`src/rtl/cfb_pkg.sv`:
```
package cfb_pkg;
    localparam int unsigned PAYLOAD_W_DEF = 16;
    localparam int unsigned FRAME_EXTRA   = 2;

    typedef struct packed {
        logic active;
        logic taken;
    } tx_state_t;
endpackage

```
`src/rtl/cfb_bit_index.sv`:
```
module cfb_bit_index #(
    parameter int unsigned FRAME_LEN = 18,
    localparam int unsigned IDX_W = $clog2(FRAME_LEN)
) (
    input  logic             clk,
    input  logic             rst_n,
    input  logic             clear,
    input  logic             load,
    input  logic             step,
    output logic [IDX_W-1:0] idx,
    output logic             at_last
);
    localparam logic [IDX_W-1:0] LAST_IDX = IDX_W'(FRAME_LEN - 1);

    typedef struct packed {
        logic [IDX_W-1:0] idx;
    } idx_state_t;

    idx_state_t s_d, s_q;

    always_comb begin
        s_d = s_q;
        if (clear) begin
            s_d.idx = LAST_IDX;
        end else if (load) begin
            s_d.idx = '0;
        end else if (step && (s_q.idx != LAST_IDX)) begin
            s_d.idx = s_q.idx + 1'b1;
        end
    end

    always_ff @(posedge clk or negedge rst_n) begin
        if (!rst_n) begin
            s_q.idx <= LAST_IDX;
        end else begin
            s_q <= s_d;
        end
    end

    assign idx     = s_q.idx;
    assign at_last = (s_q.idx == LAST_IDX);


    idx_in_range_chk: assert property (@(posedge clk) disable iff (!rst_n)
        s_q.idx <= LAST_IDX);


    load_restarts_chk: assert property (@(posedge clk) disable iff (!rst_n)
        (load && !clear) |=> (idx == '0));
endmodule

```
`src/rtl/cfb_frame_builder.sv`:
```
module cfb_frame_builder #(
    parameter int unsigned PAYLOAD_W = 16,
    localparam int unsigned FRAME_LEN = PAYLOAD_W + 2,
    localparam int unsigned HALF_W    = PAYLOAD_W / 2
) (
    input  logic [PAYLOAD_W-1:0] word,
    input  logic                 train,
    output logic [FRAME_LEN-1:0] frame
);
    logic [PAYLOAD_W-1:0] train_pat;
    logic [PAYLOAD_W-1:0] payload;

    for (genvar i = 0; i < PAYLOAD_W; i++) begin : g_pat
        assign train_pat[i] = (i < HALF_W) ? 1'b1 : 1'b0;
    end

    always_comb begin
        payload = train ? train_pat : word;
        frame   = {1'b0, payload, 1'b1};
    end
endmodule

```
`src/rtl/cfb_shifter.sv`:
```
module cfb_shifter #(
    parameter int unsigned FRAME_LEN = 18,
    localparam int unsigned REST_W = FRAME_LEN - 1
) (
    input  logic                 clk,
    input  logic                 rst_n,
    input  logic                 clear,
    input  logic                 load,
    input  logic                 step,
    input  logic [FRAME_LEN-1:0] frame,
    output logic                 line_bit
);
    typedef struct packed {
        logic              bit_o;
        logic [REST_W-1:0] rest;
    } sh_state_t;

    sh_state_t s_d, s_q;

    always_comb begin
        s_d = s_q;
        if (clear) begin
            s_d.bit_o = 1'b0;
            s_d.rest  = '0;
        end else if (load) begin
            s_d.bit_o = frame[0];
            s_d.rest  = frame[FRAME_LEN-1:1];
        end else if (step) begin
            s_d.bit_o = s_q.rest[0];
            s_d.rest  = {1'b0, s_q.rest[REST_W-1:1]};
        end
    end

    always_ff @(posedge clk or negedge rst_n) begin
        if (!rst_n) begin
            s_q <= '0;
        end else begin
            s_q <= s_d;
        end
    end

    assign line_bit = s_q.bit_o;
endmodule

```
`src/rtl/clkbit_frame_tx.sv`:
```
module clkbit_frame_tx #(
    parameter int unsigned PAYLOAD_W = cfb_pkg::PAYLOAD_W_DEF,
    localparam int unsigned FRAME_LEN = PAYLOAD_W + cfb_pkg::FRAME_EXTRA,
    localparam int unsigned IDX_W     = $clog2(FRAME_LEN)
) (
    input  logic                 clk,
    input  logic                 rst_n,
    input  logic                 bit_tick,
    input  logic                 tx_enable,
    input  logic                 train_req,
    input  logic [PAYLOAD_W-1:0] word_in,
    output logic                 word_taken,
    output logic                 ser_out,
    output logic                 ser_oe
);
    import cfb_pkg::*;

    tx_state_t s_d, s_q;

    logic                 start_frame;
    logic                 advance;
    logic                 at_last;
    logic [IDX_W-1:0]     bit_idx;
    logic [FRAME_LEN-1:0] next_frame;
    logic                 line_bit;

    // A frame starts on a tick when the line is idle or the last bit is out.
    always_comb begin
        start_frame = tx_enable && bit_tick && (!s_q.active || at_last);
        advance     = tx_enable && bit_tick && s_q.active && !at_last;
    end

    always_comb begin
        s_d = s_q;
        s_d.taken = start_frame;
        if (!tx_enable) begin
            s_d.active = 1'b0;
        end else if (start_frame) begin
            s_d.active = 1'b1;
        end
    end

    always_ff @(posedge clk or negedge rst_n) begin
        if (!rst_n) begin
            s_q <= '0;
        end else begin
            s_q <= s_d;
        end
    end

    cfb_bit_index #(.FRAME_LEN(FRAME_LEN)) u_index (
        .clk     (clk),
        .rst_n   (rst_n),
        .clear   (!tx_enable),
        .load    (start_frame),
        .step    (advance),
        .idx     (bit_idx),
        .at_last (at_last)
    );

    cfb_frame_builder #(.PAYLOAD_W(PAYLOAD_W)) u_builder (
        .word  (word_in),
        .train (train_req),
        .frame (next_frame)
    );

    cfb_shifter #(.FRAME_LEN(FRAME_LEN)) u_shift (
        .clk      (clk),
        .rst_n    (rst_n),
        .clear    (!tx_enable),
        .load     (start_frame),
        .step     (advance),
        .frame    (next_frame),
        .line_bit (line_bit)
    );

    assign word_taken = s_q.taken;
    assign ser_out    = line_bit;
    assign ser_oe     = s_q.active;


    open_bit_high_chk: assert property (@(posedge clk) disable iff (!rst_n)
        word_taken |-> (ser_out && ser_oe));


    close_bit_low_chk: assert property (@(posedge clk) disable iff (!rst_n)
        (ser_oe && at_last && (bit_idx != '0)) |-> !ser_out);


    idle_when_off_chk: assert property (@(posedge clk) disable iff (!rst_n)
        !tx_enable |=> (!ser_oe && !ser_out));


    hold_between_ticks_chk: assert property (@(posedge clk) disable iff (!rst_n)
        (tx_enable && !bit_tick) |=> $stable(ser_out));


    oe_rise_on_open_chk: assert property (@(posedge clk) disable iff (!rst_n)
        $rose(ser_oe) |-> (word_taken && ser_out));
endmodule

```
`config.mk`:
```
export PLATFORM = sky130hd
export DESIGN_NAME = clkbit_frame_tx
export DESIGN_NICKNAME = d
export VERILOG_FILES = /design/src/rtl/cfb_pkg.sv /design/src/rtl/cfb_bit_index.sv /design/src/rtl/cfb_frame_builder.sv /design/src/rtl/cfb_shifter.sv /design/src/rtl/clkbit_frame_tx.sv
export SDC_FILE = /design/constraint.sdc
export NUM_CORES = 1
export LEC_CHECK = 0
export BUFFER_PORTS_ARGS = -buffer_cell sky130_fd_sc_hd__clkbuf_2
export CELL_PAD_IN_SITES_DETAIL_PLACEMENT = 0
export CELL_PAD_IN_SITES_GLOBAL_PLACEMENT = 1
export CORE_MARGIN = 2
export CORE_UTILIZATION = 40
export DETAILED_ROUTE_END_ITERATION = 10
export PLACE_DENSITY_LB_ADDON = 0.1
export SYNTH_ARGS = -nofsm -noshare
export SYNTH_HDL_FRONTEND = slang
export SYNTH_SLANG_ARGS = --single-unit
```
`constraint.sdc`:
```
create_clock -name clk -period 4.4 [get_ports clk]
set_input_delay 0.22 -clock clk [delete_from_list [all_inputs] [get_ports clk]]
set_output_delay 0.22 -clock clk [all_outputs]
set_load 0.1 [all_outputs]
```
Word-level counts from Yosys, hierarchy flattened
Index checks and enable logic that the tools add are counted.
{"block": "totals", "regBits": 25, "input_bits": 21, "out_inout_bits": 3, "elab_cells": 28}
{"block": "classes", "n_addsub": 1, "eq_ne": 5, "mux": 9, "reduce_logical": 8}
{"op": "two-way mux 18 bit", "n": 3}
{"op": "two-way mux 16 bit", "n": 1}
{"op": "two-way mux 5 bit", "n": 3}
{"op": "!= test 3 x 1 -> 1 bit, second input constant", "n": 2}
{"op": "adder 5 x 1 -> 5 bit, second input constant", "n": 1}
{"op": "equality test 5 bit, second input constant", "n": 1}
{"op": "logical AND 1 bit", "n": 5}
{"op": "!= test 5 bit, second input constant", "n": 1}
{"op": "logical NOT 1 bit", "n": 2}
{"op": "two-way mux 1 bit", "n": 2}
{"op": "!= test 2 x 1 -> 1 bit, second input constant", "n": 1}
{"op": "logical OR 1 bit", "n": 1}

Longest topological paths before layout
{"block": "logic_depth", "ltp_word": 7, "mapped_depth": 7, "mapped_depth_nobuf": 5}

Cells and area by module
A second synthesis with hierarchy kept.
{"block": "hier_totals", "cells_unflattened": 137, "area_unflattened_um2": 1446.4}
{"module": "cfb_shifter", "n_inst": 1, "cells_per_inst": 80, "area_each_um2": 929.6, "seq_area_each_um2": 450.4}
{"module": "cfb_bit_index", "n_inst": 1, "cells_per_inst": 27, "area_each_um2": 289.0, "seq_area_each_um2": 127.6}
{"module": "cfb_frame_builder", "n_inst": 1, "cells_per_inst": 21, "area_each_um2": 141.4, "seq_area_each_um2": 0.0}
{"module": "clkbit_frame_tx", "n_inst": 1, "cells_per_inst": 9, "area_each_um2": 86.3, "seq_area_each_um2": 50.0}

Worst setup path before layout
Ideal clock, no wire load.
{"block": "synth_path", "kind": "register to register", "startpoint": "register s_q (netlist bit ser_oe)", "endpoint": "register u_shift.s_q[10] (netlist bit)", "setup_ns": 0.080, "arrival_ns": 1.668, "required_ns": 4.320, "setup_slack_ns": 2.652, "stages_incl_launch_ff": 5, "synth_period_minus_slack_ns": 1.748, "cell_sequence": "dfrtp_1 > clkbuf_1 > buf_2 > nand4_1 > o211ai_2"}
{"block": "synth_between", "elab_chain_cells": 5, "word_cells_on_any_way": 8, "cone_classes": "1 x eq/ne; 2 x mux; 5 x reduce/logical"}
{"item": "start, declared", "line_no": "clkbit_frame_tx.sv:18", "text": "tx_state_t s_d, s_q;"}
{"item": "start signal, assigned", "line_no": "clkbit_frame_tx.sv:45", "text": "s_q <= '0;"}
{"item": "start signal, assigned", "line_no": "clkbit_frame_tx.sv:47", "text": "s_q <= s_d;"}
{"item": "logical NOT 1 bit", "line_no": "clkbit_frame_tx.sv:29", "text": "start_frame = tx_enable && bit_tick && (!s_q.active || at_last);"}
{"item": "logical OR 1 bit", "line_no": "clkbit_frame_tx.sv:29"}
{"item": "logical AND 1 bit", "line_no": "clkbit_frame_tx.sv:29"}
{"item": "two-way mux 18 bit", "line_no": "cfb_shifter.sv:25", "text": "end else if (load) begin"}
{"item": "two-way mux 18 bit", "line_no": "cfb_shifter.sv:22", "text": "if (clear) begin"}
{"item": "end signal, assigned", "line_no": "cfb_shifter.sv:36", "text": "s_q <= '0;"}
{"item": "end signal, assigned", "line_no": "cfb_shifter.sv:38", "text": "s_q <= s_d;"}
{"item": "end, declared", "line_no": "cfb_shifter.sv:18", "text": "sh_state_t s_d, s_q;"}
Parallel ways exist; a longest one is shown, timed or not.
A chain may end at the register's enable or synchronous reset.

Worst setup path after layout
{"block": "layout_path", "startpoint": "register s_q (netlist bit ser_oe)", "endpoint": "output ser_oe"}
{"item": "end, declared", "line_no": "clkbit_frame_tx.sv:14", "text": "output logic ser_oe"}
No word-level cell between the ends.

==> impl_metrics.py <==
metrics = {
    "status": {
        "status": "finished clean",
    },
    "worst_hold_path": {
        "min_path_type": "in2reg",
    },
    "pwr": {
        "vdd.ir_drop.worst_uv": 223,
        "power_density_mw_per_mm2": 296,
        "power.leakage_uw": 0.000720,
    },
    "grt": {
        "track_usage_pct": 15.5,
        "gr-total-overflow": 0,
        "antenna_found_initial": 0,
        "grt_max_degree": 32,
        "first_global_vias": 1087,
        "grt_pass1_wl_mm": 5.04,
    },
    "route": {
        "drcViolationCount": 0,
        "vias": 1129,
        "routedWlPerCell_um": 14.1,
        "avgViaCountPerCell": 5.45,
        "antenna_left": 0,
        "first_pass_iters": 4,
        "drt_iter0_markers": 60,
        "wl_mm": 2.93,
    },
    "floorplan": {
        "num_rows": 21,
        "die_h_um": 62.9,
        "ios": 24,
        "coreArea_mm2": 0.00334,
        "fp.dieArea_mm2": 0.00396,
        "die_w_um": 62.9,
        "start_util_pct": 41.6,
    },
    "yosys": {
        "yosys.area.top_type": "dfrtp_1",
        "syn_avg_cell_area_um2": 9.38,
        "synth_top_area_share_pct": 39.6,
        "ys.flop_type": "dfrtp_1",
        "netlist_instances": 148,
        "synth.net_count": 171,
        "async_reset_ff_share_pct": 100,
        "yosys_warnings": 0,
        "syn_area_mm2": 0.00139,
        "synth-edff-count": 0,
        "netlist-cell-type-count": 35,
        "yosysSeqAreaShare_pct": 43.4,
        "synth_area_leaders": "dfrtp_1 (40%), nand2_1 (7.3%), nand4_1 (7.2%)",
        "synth-seq-cells": 24,
    },
    "critical_path": {
        "cp_top_family": "flip-flops",
        "crit_type": "reg2out",
        "worst-path-buf-inv": 1,
        "worstPathMaxFanout": 31,
        "arrival_ps": 1920,
        "crit_chain": "clkbuf_2",
        "cp_slowest_cell": "dfrtp_1",
        "cp-start-kind": "register",
        "cpPeakStageDelay_ps": 1000,
        "cp-end-kind": "output port",
        "cp_data_required_time_ps": 4180,
    },
    "finish": {
        "final_area_mm2": 0.00152,
        "drive_above_1_share_pct": 26.1,
        "fin_nets": 185,
        "antennaDiodeCount": 0,
        "layout_common_cells": "nand2_1 (27), clkbuf_2 (23), dfrtp_1 (22), nand4_1 (16), nand3_1 (10)",
        "layout_commonest_cell": "nand2_1",
        "area_delta_synth_final_pct": 9.37,
        "stdcell_count": 207,
    },
    "sta": {
        "setup_ws_ps": 2260,
        "fin_skew_ps": 7.81,
        "timing.hold.ws_ps": 128,
        "tightest_slew_ps": 958,
        "relSlewSlack_pct": 36.1,
        "hold_viol_final": 0,
        "rsz0062_at_grt": "false",
        "setup_viol": 0,
        "slew_viol_final": 0,
        "fin_setup_tns_ps": 0,
        "finalCritPeriodShare_pct": 48.6,
        "max_freq_mhz": 468,
        "fin_crit_ps": 2140,
    },
    "placed_design": {
        "place.port_buffers": 23,
        "placed_cells": 202,
        "placed_area_mm2": 0.00147,
        "post-dp-hpwl_mm": 1.83,
        "place_ws_ps": 2630,
        "gp_congestion": 0.753,
    },
    "clock_network": {
        "clkSinkCount": 24,
        "clock_latency_ps": 320,
        "clk_pin_slew_worst_paths_ps": 130,
        "tritoncts": "yes",
        "cts_root_buf": "clkbuf_4",
        "cts_buffers": 3,
        "clock_path_buffers": 2,
        "h-tree-depth": 1,
    },
    "flow_run": {
        "drv_cap": 0,
    },
}
[final timing paths]
path	from	to	depth (start not counted)	slack, ps
setup / recovery	ser_oe$_DFFE_PN0P_	ser_oe	1	2260
hold / removal	word_in[12]	u_shift.s_q[12]$_DFFE_PN0P_	3	130
setup reg to reg	u_index.idx[0]$_DFFE_PN1P_	u_index.idx[4]$_DFFE_PN1P_	5	2710
hold reg to reg	u_shift.s_q[6]$_DFFE_PN0P_	u_shift.s_q[6]$_DFFE_PN0P_	2	500
max in group asynchronous	rst_n	u_shift.s_q[4]$_DFFE_PN0P_	2	3570
min in group asynchronous	rst_n	u_index.idx[2]$_DFFE_PN0P_	2	430
[power breakdown]
group	internal (µW)	switching, µW	leakage (µW)	total [µW]
Combinational	27.0	57.6	0.000384	84.6
Sequential	235	12.8	0.000315	247
Clock	50.6	66.9	0.0000210	117
[stage by stage]
| stage | util, % | total power (µW) |
|---|---|---|
| 5_1_grt | 45.5 | 471 |
| 4_1_cts | 45.5 | 455 |
| 3_3_place_gp | 44.1 | 335 |
| 6_report | 45.5 | 449 |
| 2_1_floorplan | - | 317 |
| 3_5_place_dp | 44.1 | 336 |
[logic make-up (layout without fill, tap and decap cells)]
| family | count (synthesis) | in the layout | synth area share (%) |
|---|---|---|---|
| compound gates | 27 | 27 | 18.9 |
| fa+ha+maj | 2 | 2 | 1.80 |
| buf+inv | 21 | 34 | 8.29 |
| flops | 24 | 24 | 43.4 |
| simple gates | 74 | 74 | 27.6 |
[timing repair]
action	in CTS	in global routing
buffers inserted	0	0
resized for setup	0	0
endpoints found under the hold margin	22	0
hold buffers	1	0
[layout make-up]
class	count	area [µm²]
fillers	366	1820
multi-input cells	103	671
flip-flops and latches	24	603
repair buffers	25	133
well taps	46	57.6
clock buffers	4	36.3
inverters	5	18.8
[Yosys cell counts (4+ instances only)]
master	n
nand2_1	27
dfrtp_1	22
nand4_1	16
nand3_1	10
nor2_1	9
a211o_1	8
o211ai_2	7
clkbuf_1	6
buf_2	5
inv_1	5
o21ai_0	4
[routing by layer]
layer	vias up	global-route usage, %	wire length [µm]	share of wire, %
li1	556	-	-	-
met1	555	21.0	1400	48
met2	16	25.8	1410	48
met3	2	3.42	96	3.3
met4	0	2.50	21	0.72
met5	-	0	0	0
[registers in the layout (all words and copies together), names as in the netlist]
signal and flops:
u_shift.s_q 16, u_index.idx 5, ser_oe 1, u_shift.line_bit 1
word_taken 1
Power figures use the tool's default switching activity.
